$ cat config.mk
export PLATFORM = sky130hd
export DESIGN_NAME = idx_branch_unit
export DESIGN_NICKNAME = d
export VERILOG_FILES = /design/src/rtl/idx_branch_unit.sv
export SDC_FILE = /design/constraint.sdc
export NUM_CORES = 1
export LEC_CHECK = 0
export ABC_AREA = 1
export BUFFER_PORTS_ARGS = -buffer_cell sky130_fd_sc_hd__buf_2
export CORE_AREA = 2 2 187 97
export DETAILED_ROUTE_END_ITERATION = 16
export DIE_AREA = 0 0 189 99
export GPL_TIMING_DRIVEN = 0
export PLACE_DENSITY = 0.7
export SLEW_MARGIN = 20
export SYNTH_ARGS = -nofsm -noshare
export SYNTH_HDL_FRONTEND = slang
export SYNTH_SLANG_ARGS = --single-unit
$ cat constraint.sdc
create_clock -name clk -period 7.5 [get_ports clk]
set_input_delay 2.25 -clock clk [delete_from_list [all_inputs] [get_ports clk]]
set_output_delay 2.25 -clock clk [all_outputs]
set_load 0.005 [all_outputs]
$ cat src/rtl/idx_branch_unit.sv
module idx_branch_unit #(
  parameter int XLEN = 32,
  parameter int TW   = 24
) (
  input  logic            clk,
  input  logic            rst_n,
  input  logic            start_i,
  input  logic [31:0]     insn_i,
  output logic [3:0]      rd0_addr_o,
  input  logic [XLEN-1:0] rd0_data_i,
  output logic [3:0]      rd1_addr_o,
  input  logic [XLEN-1:0] rd1_data_i,
  output logic [3:0]      rd2_addr_o,
  input  logic [XLEN-1:0] rd2_data_i,
  output logic            wb_en_o,
  output logic [3:0]      wb_addr_o,
  output logic [XLEN-1:0] wb_data_o,
  output logic            taken_o,
  output logic [TW-1:0]   target_o,
  output logic            illegal_o,
  output logic            done_o
);
  localparam logic [7:0] OP_LE = 8'h87;
  localparam logic [7:0] OP_HI = 8'h86;
  localparam int DW = 12;

  logic            busy_q, legal_q, taken_q;
  logic [XLEN-1:0] sum_q;
  logic [3:0]      r1_q, b2_q;
  logic [DW-1:0]   d2_q;

  logic [7:0]      op;
  logic [3:0]      f_r1, f_r3, f_b2;
  logic            is_le, is_hi, accept, above;
  logic [XLEN-1:0] sum, base, tgt_full;

  assign op     = insn_i[31:24];
  assign f_r1   = insn_i[23:20];
  assign f_r3   = insn_i[19:16];
  assign f_b2   = insn_i[15:12];
  assign is_le  = (op == OP_LE);
  assign is_hi  = (op == OP_HI);
  assign accept = start_i && !busy_q;

  assign rd0_addr_o = busy_q ? b2_q : f_r1;
  assign rd1_addr_o = f_r3;
  assign rd2_addr_o = {f_r3[3:1], 1'b1};

  assign sum   = rd0_data_i + rd1_data_i;
  assign above = $signed(sum) > $signed(rd2_data_i);

  always_ff @(posedge clk) begin
    if (!rst_n) begin
      busy_q  <= 1'b0;
      legal_q <= 1'b0;
      taken_q <= 1'b0;
      sum_q   <= '0;
      r1_q    <= '0;
      b2_q    <= '0;
      d2_q    <= '0;
    end else begin
      busy_q <= accept;
      if (accept) begin
        legal_q <= is_le || is_hi;
        taken_q <= (is_le && !above) || (is_hi && above);
        sum_q   <= sum;
        r1_q    <= f_r1;
        b2_q    <= f_b2;
        d2_q    <= insn_i[DW-1:0];
      end
    end
  end

  assign base     = (b2_q == 4'd0) ? '0 : rd0_data_i;
  assign tgt_full = base + {{(XLEN-DW){1'b0}}, d2_q};

  assign done_o    = busy_q;
  assign wb_en_o   = busy_q && legal_q;
  assign wb_addr_o = r1_q;
  assign wb_data_o = sum_q;
  assign taken_o   = busy_q && taken_q;
  assign illegal_o = busy_q && !legal_q;
  assign target_o  = busy_q ? tgt_full[TW-1:0] : '0;

  AST_DONE_NEXT: assert property (@(posedge clk) disable iff (!rst_n)
    accept |=> done_o);
  AST_DONE_ONE: assert property (@(posedge clk) disable iff (!rst_n)
    done_o |=> !done_o);
  AST_ILLEGAL_QUIET: assert property (@(posedge clk) disable iff (!rst_n)
    (accept && !is_le && !is_hi) |=> (illegal_o && !wb_en_o && !taken_o));
  AST_SUM_WB: assert property (@(posedge clk) disable iff (!rst_n)
    (accept && (is_le || is_hi)) |=>
      (wb_en_o && wb_data_o == $past(rd0_data_i + rd1_data_i)
       && wb_addr_o == $past(insn_i[23:20])));
  AST_LE_COND: assert property (@(posedge clk) disable iff (!rst_n)
    (accept && is_le) |=>
      (taken_o == ($signed(wb_data_o) <= $signed($past(rd2_data_i)))));
  AST_HI_COND: assert property (@(posedge clk) disable iff (!rst_n)
    (accept && is_hi) |=>
      (taken_o == ($signed(wb_data_o) > $signed($past(rd2_data_i)))));
endmodule

==> impl_metrics.env, run 1 <==
export IMPL_ios=207
export IMPL_synth_top_family_by_area="simple AND/OR/NAND/NOR gates"
export IMPL_tns_ps=0
export IMPL_drc_errors=0
export IMPL_powerDensity_nw_per_um2=160
export IMPL_status="complete, no violations"
export IMPL_cts_root_buf="clkbuf_16"
export IMPL_synth_top_cell_by_area="dfxtp_1"
export IMPL_cts_num_sinks=55
export IMPL_viasPerCell=4.96
export IMPL_fmax_mhz=147
export IMPL_syn_nets=1156
export IMPL_area_growth_syn_to_layout_pct=25.1
export IMPL_drv_slew=0
export IMPL_synth_cell_types=46
export IMPL_die_area_um2=18700
export IMPL_grt_max_degree=20
export IMPL_cts_buffer_depth=2
export IMPL_cts_setup_buffers=0
export IMPL_ant_nets=0
export IMPL_setup_viol=0
export IMPL_path_class="in -> out"
export IMPL_ir_drop_v=0.0000965
export IMPL_fin_skew_ps=15.1
export IMPL_hold_class="reg -> reg"
export IMPL_gp_congestion=0.945
export IMPL_dr_pass1_iters=6
export IMPL_vias=6896
export IMPL_ys_top_cells_by_area="dfxtp_1 19%, ha_1 16%, nor2_1 11%, nand2_1 10%, inv_1 9.4%"
export IMPL_die_h_um=99
export IMPL_num_rows=34
export IMPL_finalCoreUtilization_pct=43.1
export IMPL_timing_final_crit_share_pct=90.9
export IMPL_muxShareOfSynthArea_pct=0
export IMPL_synth_edf_count=0
export IMPL_syn_inst=948
export IMPL_htree_num_levels=2
export IMPL_n_antenna_cell=0
export IMPL_cts_tree="yes"
export IMPL_layoutNonFillerInstCount=1391
export IMPL_cp_max_fo=3
export IMPL_die_w_um=189
export IMPL_synthArstFlopShare_pct=0
export IMPL_hold_viol=0
export IMPL_cap_violations=0
export IMPL_cts_buffers=5
export IMPL_ys_flop_type="dfxtp_1"
export IMPL_grt_overflow=0
export IMPL_yosys_register_bits=55
export IMPL_wire_per_inst_um=16.5
export IMPL_start_util_pct=34.4
export IMPL_cts_resized=0
export IMPL_antenna_found_initial=0
export IMPL_fin_crit_ps=6820
export IMPL_dp_cells=1383
export IMPL_cp_end_kind="output pin"
export IMPL_synthXorXnorAreaFrac_pct=4.32
export IMPL_syn_area_um2=5870
export IMPL_numPortBuffers=201
export IMPL_coreArea_um2=17100
export IMPL_synthAdderAreaFrac_pct=16.7
export IMPL_yosysTopAreaCellShare_pct=18.7
export IMPL_grt_pass1_vias=6240
export IMPL_nets=1364
export IMPL_grt_usage_pct=24.3
export IMPL_drive_gt1_share_pct=21.0
export IMPL_drt_iter0_markers=583
export IMPL_holdBufCountCts=0
export IMPL_total_power_mw=1.17
export IMPL_rsz0062_at_grt="false"
export IMPL_design_area_um2=7350
export IMPL_synth_compound_area_share_pct=19.5
export IMPL_yosys_warnings=0
export IMPL_p_leak_nw=4.15
export IMPL_hpwl_um=19700
export IMPL_tightest_slew_ps=792
export IMPL_start_kind="primary input"
export IMPL_wl_um=23000
export IMPL_synth_simple_gate_area_share_pct=28.5
export IMPL_syn_area_per_cell_um2=6.20
export IMPL_clk_latency_ps=320
export IMPL_seq_area_frac_synth_pct=18.7
export IMPL_arrival_ps=4570
export IMPL_place_area_um2=7170
export IMPL_clk_pin_slew_ps=90
export IMPL_grt_pass1_wl_um=34600
export IMPL_crit_required_ps=5250
export IMPL_slew_headroom_pct=47.2
## per-stage QoR
step                      hold slack (ps)  setup slack, ps
final                                 497              682
after global routing                  524              553
after CTS                             497              763
after detailed placement              476              772
after global placement                460              828
after floorplan                       446             1390
## cells by family (layout without fill, tap and decap cells)
| group | count (synthesis) | after routing |
|---|---|---|
| AOI/OAI and AO/OA | 208 | 208 |
| and+or+nand+nor | 399 | 399 |
| other | 1 | 1 |
| buffers and inverters | 179 | 388 |
| DFF | 55 | 55 |
| adders and majority gates | 77 | 77 |
| xor gates and xnor gates | 29 | 29 |
## worst paths after layout
path,startpoint,to,slack [ps],cells after the start
min,wb_data_o[1],wb_data_o[1],500,2
min reg2reg,wb_data_o[1],wb_data_o[1],500,2
max,rd0_data_i[0],target_o[20],680,18
max reg2reg,done_o,wb_data_o[1],5360,7
## flip-flops by register name (all words and copies together) (netlist names)
signal	flops
wb_addr_o	4
taken_q	1
wb_data_o	32
b2_q	4
legal_q	1
done_o	1
d2_q	12
## synth_stat cells, types with 8 or more instances
cell,count
buf_4,8
a21o_1,8
xor2_1,22
inv_1,147
nor2_1,171
o21ai_0,84
nand3_1,34
nand4_1,9
o21ai_1,12
clkbuf_1,16
a21oi_1,79
dfxtp_1,55
nand2_1,157
ha_1,75
## layout by cell type, fill, tap and decap left out, types with 4 or more instances in the layout
cell type	netlist	final
o21bai_1	4	4
dfxtp_1	55	55
nand3_1	34	34
o21ai_0	84	84
xor2_1	22	22
clkbuf_1	16	16
ha_1	75	75
a21oi_1	79	79
nand4_1	9	9
xnor2_1	7	7
nand2_1	157	157
a21o_1	8	8
buf_2	2	203
nand2_2	4	4
nor2_1	171	171
o211ai_1	4	4
inv_1	147	147
nor3_1	7	7
o21ai_1	12	12
nor4_1	5	5
clkbuf_16	0	5
buf_4	8	8
## where the power goes
part	leakage, nW	internal [mW]	switching, mW	total [mW]
combinational	3.61	0.198	0.340	0.538
clock	0.0863	0.162	0.138	0.301
sequential	0.456	0.318	0.0167	0.335
## worst max-delay path, cell delays in order
cell and delay [ps]:
buf_2 120, inv_1 50, nor2_1 40, ha_1 210, fa_1 400, nand2_1 70
inv_1 50, o21ai_0 140, and2_1 240, inv_1 100, nand2_1 80, o211ai_2 150
nand2_2 120, nor2_2 60, nand2_1 70, o21ai_0 70, a21oi_1 190, buf_2 140
## final cells by class
cell class | instances | area [µm²]
plain buffers | 29 | 149
flip-flops and latches | 55 | 1100
multi-input cells | 714 | 4060
inverters | 150 | 566
clock inverters | 3 | 50.0
well taps | 234 | 293
repair buffers | 201 | 1010
fillers | 1893 | 9710
clock buffers | 5 | 125
## routing by layer
metal	wire [µm]	global-route usage [%]	vias up
li1	-	-	3477
met1	12200	39.4	3106
met2	8130	31.2	305
met3	2580	6.87	8
met4	95	2.82	0
met5	0	0	-
Power figures use the tool's default switching activity.
==> inputs of run 2 (changes only) <==
--- a/config.mk
+++ b/config.mk
@@ -7,11 +7,11 @@
 export LEC_CHECK = 0
 export ABC_AREA = 1
 export BUFFER_PORTS_ARGS = -buffer_cell sky130_fd_sc_hd__buf_2
-export CORE_AREA = 2 2 187 97
+export CORE_AREA = 2 2 220 114
 export DETAILED_ROUTE_END_ITERATION = 16
-export DIE_AREA = 0 0 189 99
+export DIE_AREA = 0 0 222 116
 export GPL_TIMING_DRIVEN = 0
-export PLACE_DENSITY = 0.7
+export PLACE_DENSITY = 0.58
 export SLEW_MARGIN = 20
 export SYNTH_ARGS = -nofsm -noshare
 export SYNTH_HDL_FRONTEND = slang
==> constraint.sdc (replaced) <==
create_clock -name clk -period 6.23 [get_ports clk]
set_input_delay 1.869 -clock clk [delete_from_list [all_inputs] [get_ports clk]]
set_output_delay 1.869 -clock clk [all_outputs]
set_load 0.005 [all_outputs]
==> impl_metrics.env, run 2 (same netlist as run 1, synthesis figures left out) <==
export IMPL_status="complete, no violations"
export IMPL_grt_usage_pct=19.6
export IMPL_die_w_um=222
export IMPL_cts_buffers=5
export IMPL_vias=6812
export IMPL_holdBufCountCts=0
export IMPL_largest_register_ffs=32
export IMPL_rsz0062_at_grt="false"
export IMPL_slew_headroom_pct=42.7
export IMPL_drive_gt1_share_pct=21.0
export IMPL_start_util_pct=24.8
export IMPL_num_rows=40
export IMPL_grt_max_degree=18
export IMPL_cts_num_sinks=55
export IMPL_drt_iter0_markers=437
export IMPL_arrival_ps=4090
export IMPL_place_area_um2=7270
export IMPL_cp_max_fo=3
export IMPL_start_kind="primary input"
export IMPL_ant_nets=0
export IMPL_gp_congestion=0.932
export IMPL_setup_slack_ps=275
export IMPL_p_leak_nw=4.15
export IMPL_cts_root_buf="clkbuf_16"
export IMPL_design_area_um2=7450
export IMPL_place_ws_ps=166
export IMPL_finalCoreUtilization_pct=31.5
export IMPL_hold_class="reg -> reg"
export IMPL_wl_um=25300
export IMPL_cts_buffer_depth=2
export IMPL_drv_slew=0
export IMPL_final_common_cell="buf_2"
export IMPL_path_class="in -> out"
export IMPL_drc_errors=0
export IMPL_powerDensity_nw_per_um2=191
export IMPL_coreArea_um2=23700
export IMPL_antenna_found_initial=1
export IMPL_clk_pin_slew_ps=80
export IMPL_tns_ps=0
export IMPL_die_h_um=116
export IMPL_htree_num_levels=2
export IMPL_cp_end_kind="output pin"
export IMPL_ir_drop_v=0.000110
export IMPL_cap_violations=0
export IMPL_die_area_um2=25800
export IMPL_viasPerCell=4.63
export IMPL_wire_per_inst_um=17.2
export IMPL_nets=1364
export IMPL_grt_pass1_vias=6265
export IMPL_tightest_slew_ps=859
export IMPL_grt_pass1_wl_um=37500
export IMPL_crit_required_ps=4360
export IMPL_ios=207
export IMPL_dr_pass1_iters=5
export IMPL_numPortBuffers=201
export IMPL_layout_common_cells="203 x buf_2, 171 x nor2_1, 157 x nand2_1, 147 x inv_1, 83 x o21ai_0"
export IMPL_clk_latency_ps=320
export IMPL_cts_tree="yes"
export IMPL_timing_final_crit_share_pct=95.6
export IMPL_grt_overflow=0
export IMPL_hold_viol=0
export IMPL_fin_skew_ps=10.0
export IMPL_area_growth_syn_to_layout_pct=26.9
export IMPL_fmax_mhz=168
export IMPL_setup_viol=0
export IMPL_fin_crit_ps=5950
export IMPL_hpwl_um=22100
export IMPL_fin_hold_ws_ps=483
## run 2: area by class of cell
type,count,area [µm²]
clock inverter,2,41.3
antenna,1,2.50
sequential,55,1100
timing repair buffer,201,1010
tap,315,394
clock buffer,5,125
fill,2722,16200
inverter,150,566
multi-input combinational,714,4070
buffer,29,149
## run 2: final timing paths
kind,endpoint,depth (start not counted),start,slack [ps]
worst min-delay path,taken_q,2,taken_q,480
worst min register to register,taken_q,2,taken_q,480
worst max register to register,wb_data_o[0],7,done_o,4030
worst max-delay path,target_o[20],18,rd0_data_i[0],280
## run 2: what timing repair did
item,4_1_cts,5_1_grt
gates resized for setup,0,3
setup endpoints to repair,0,2
setup buffers,0,0
## run 2: power by group
group	total (mW)	internal, mW	switching, mW
Combinational	0.666	0.238	0.427
Clock	0.356	0.192	0.164
Sequential	0.401	0.383	0.0186
## run 2: per-stage QoR
stage / instances / power (mW)
after detailed placement: 1464 / 1.06
after global routing: 1471 / 1.53
after global placement: 1464 / 1.06
after floorplan: 948 / 0.812
after CTS: 1471 / 1.43
final: 1472 / 1.42
## run 2: per-layer routing
metal | part of all wire (%) | global-route usage [%] | vias up
met3 | 9.6 | 5.88 | 14
met1 | 55 | 31.1 | 3063
met2 | 35 | 25.3 | 250
li1 | - | - | 3483
met5 | 0.047 | 0 | -
met4 | 0.76 | 2.43 | 2
## run 2: worst max-delay path, stage by stage
cell and delay (ps):
buf_2 120, inv_1 70, nor2_1 50, ha_1 200
fa_1 400, nand2_1 80, inv_1 50, o21ai_1 130
and2_4 180, inv_1 60, nand2_1 100, o211ai_4 110
nand2_2 100, nor2_2 60, nand2_1 70, o21ai_0 70
a21oi_1 210, buf_2 150
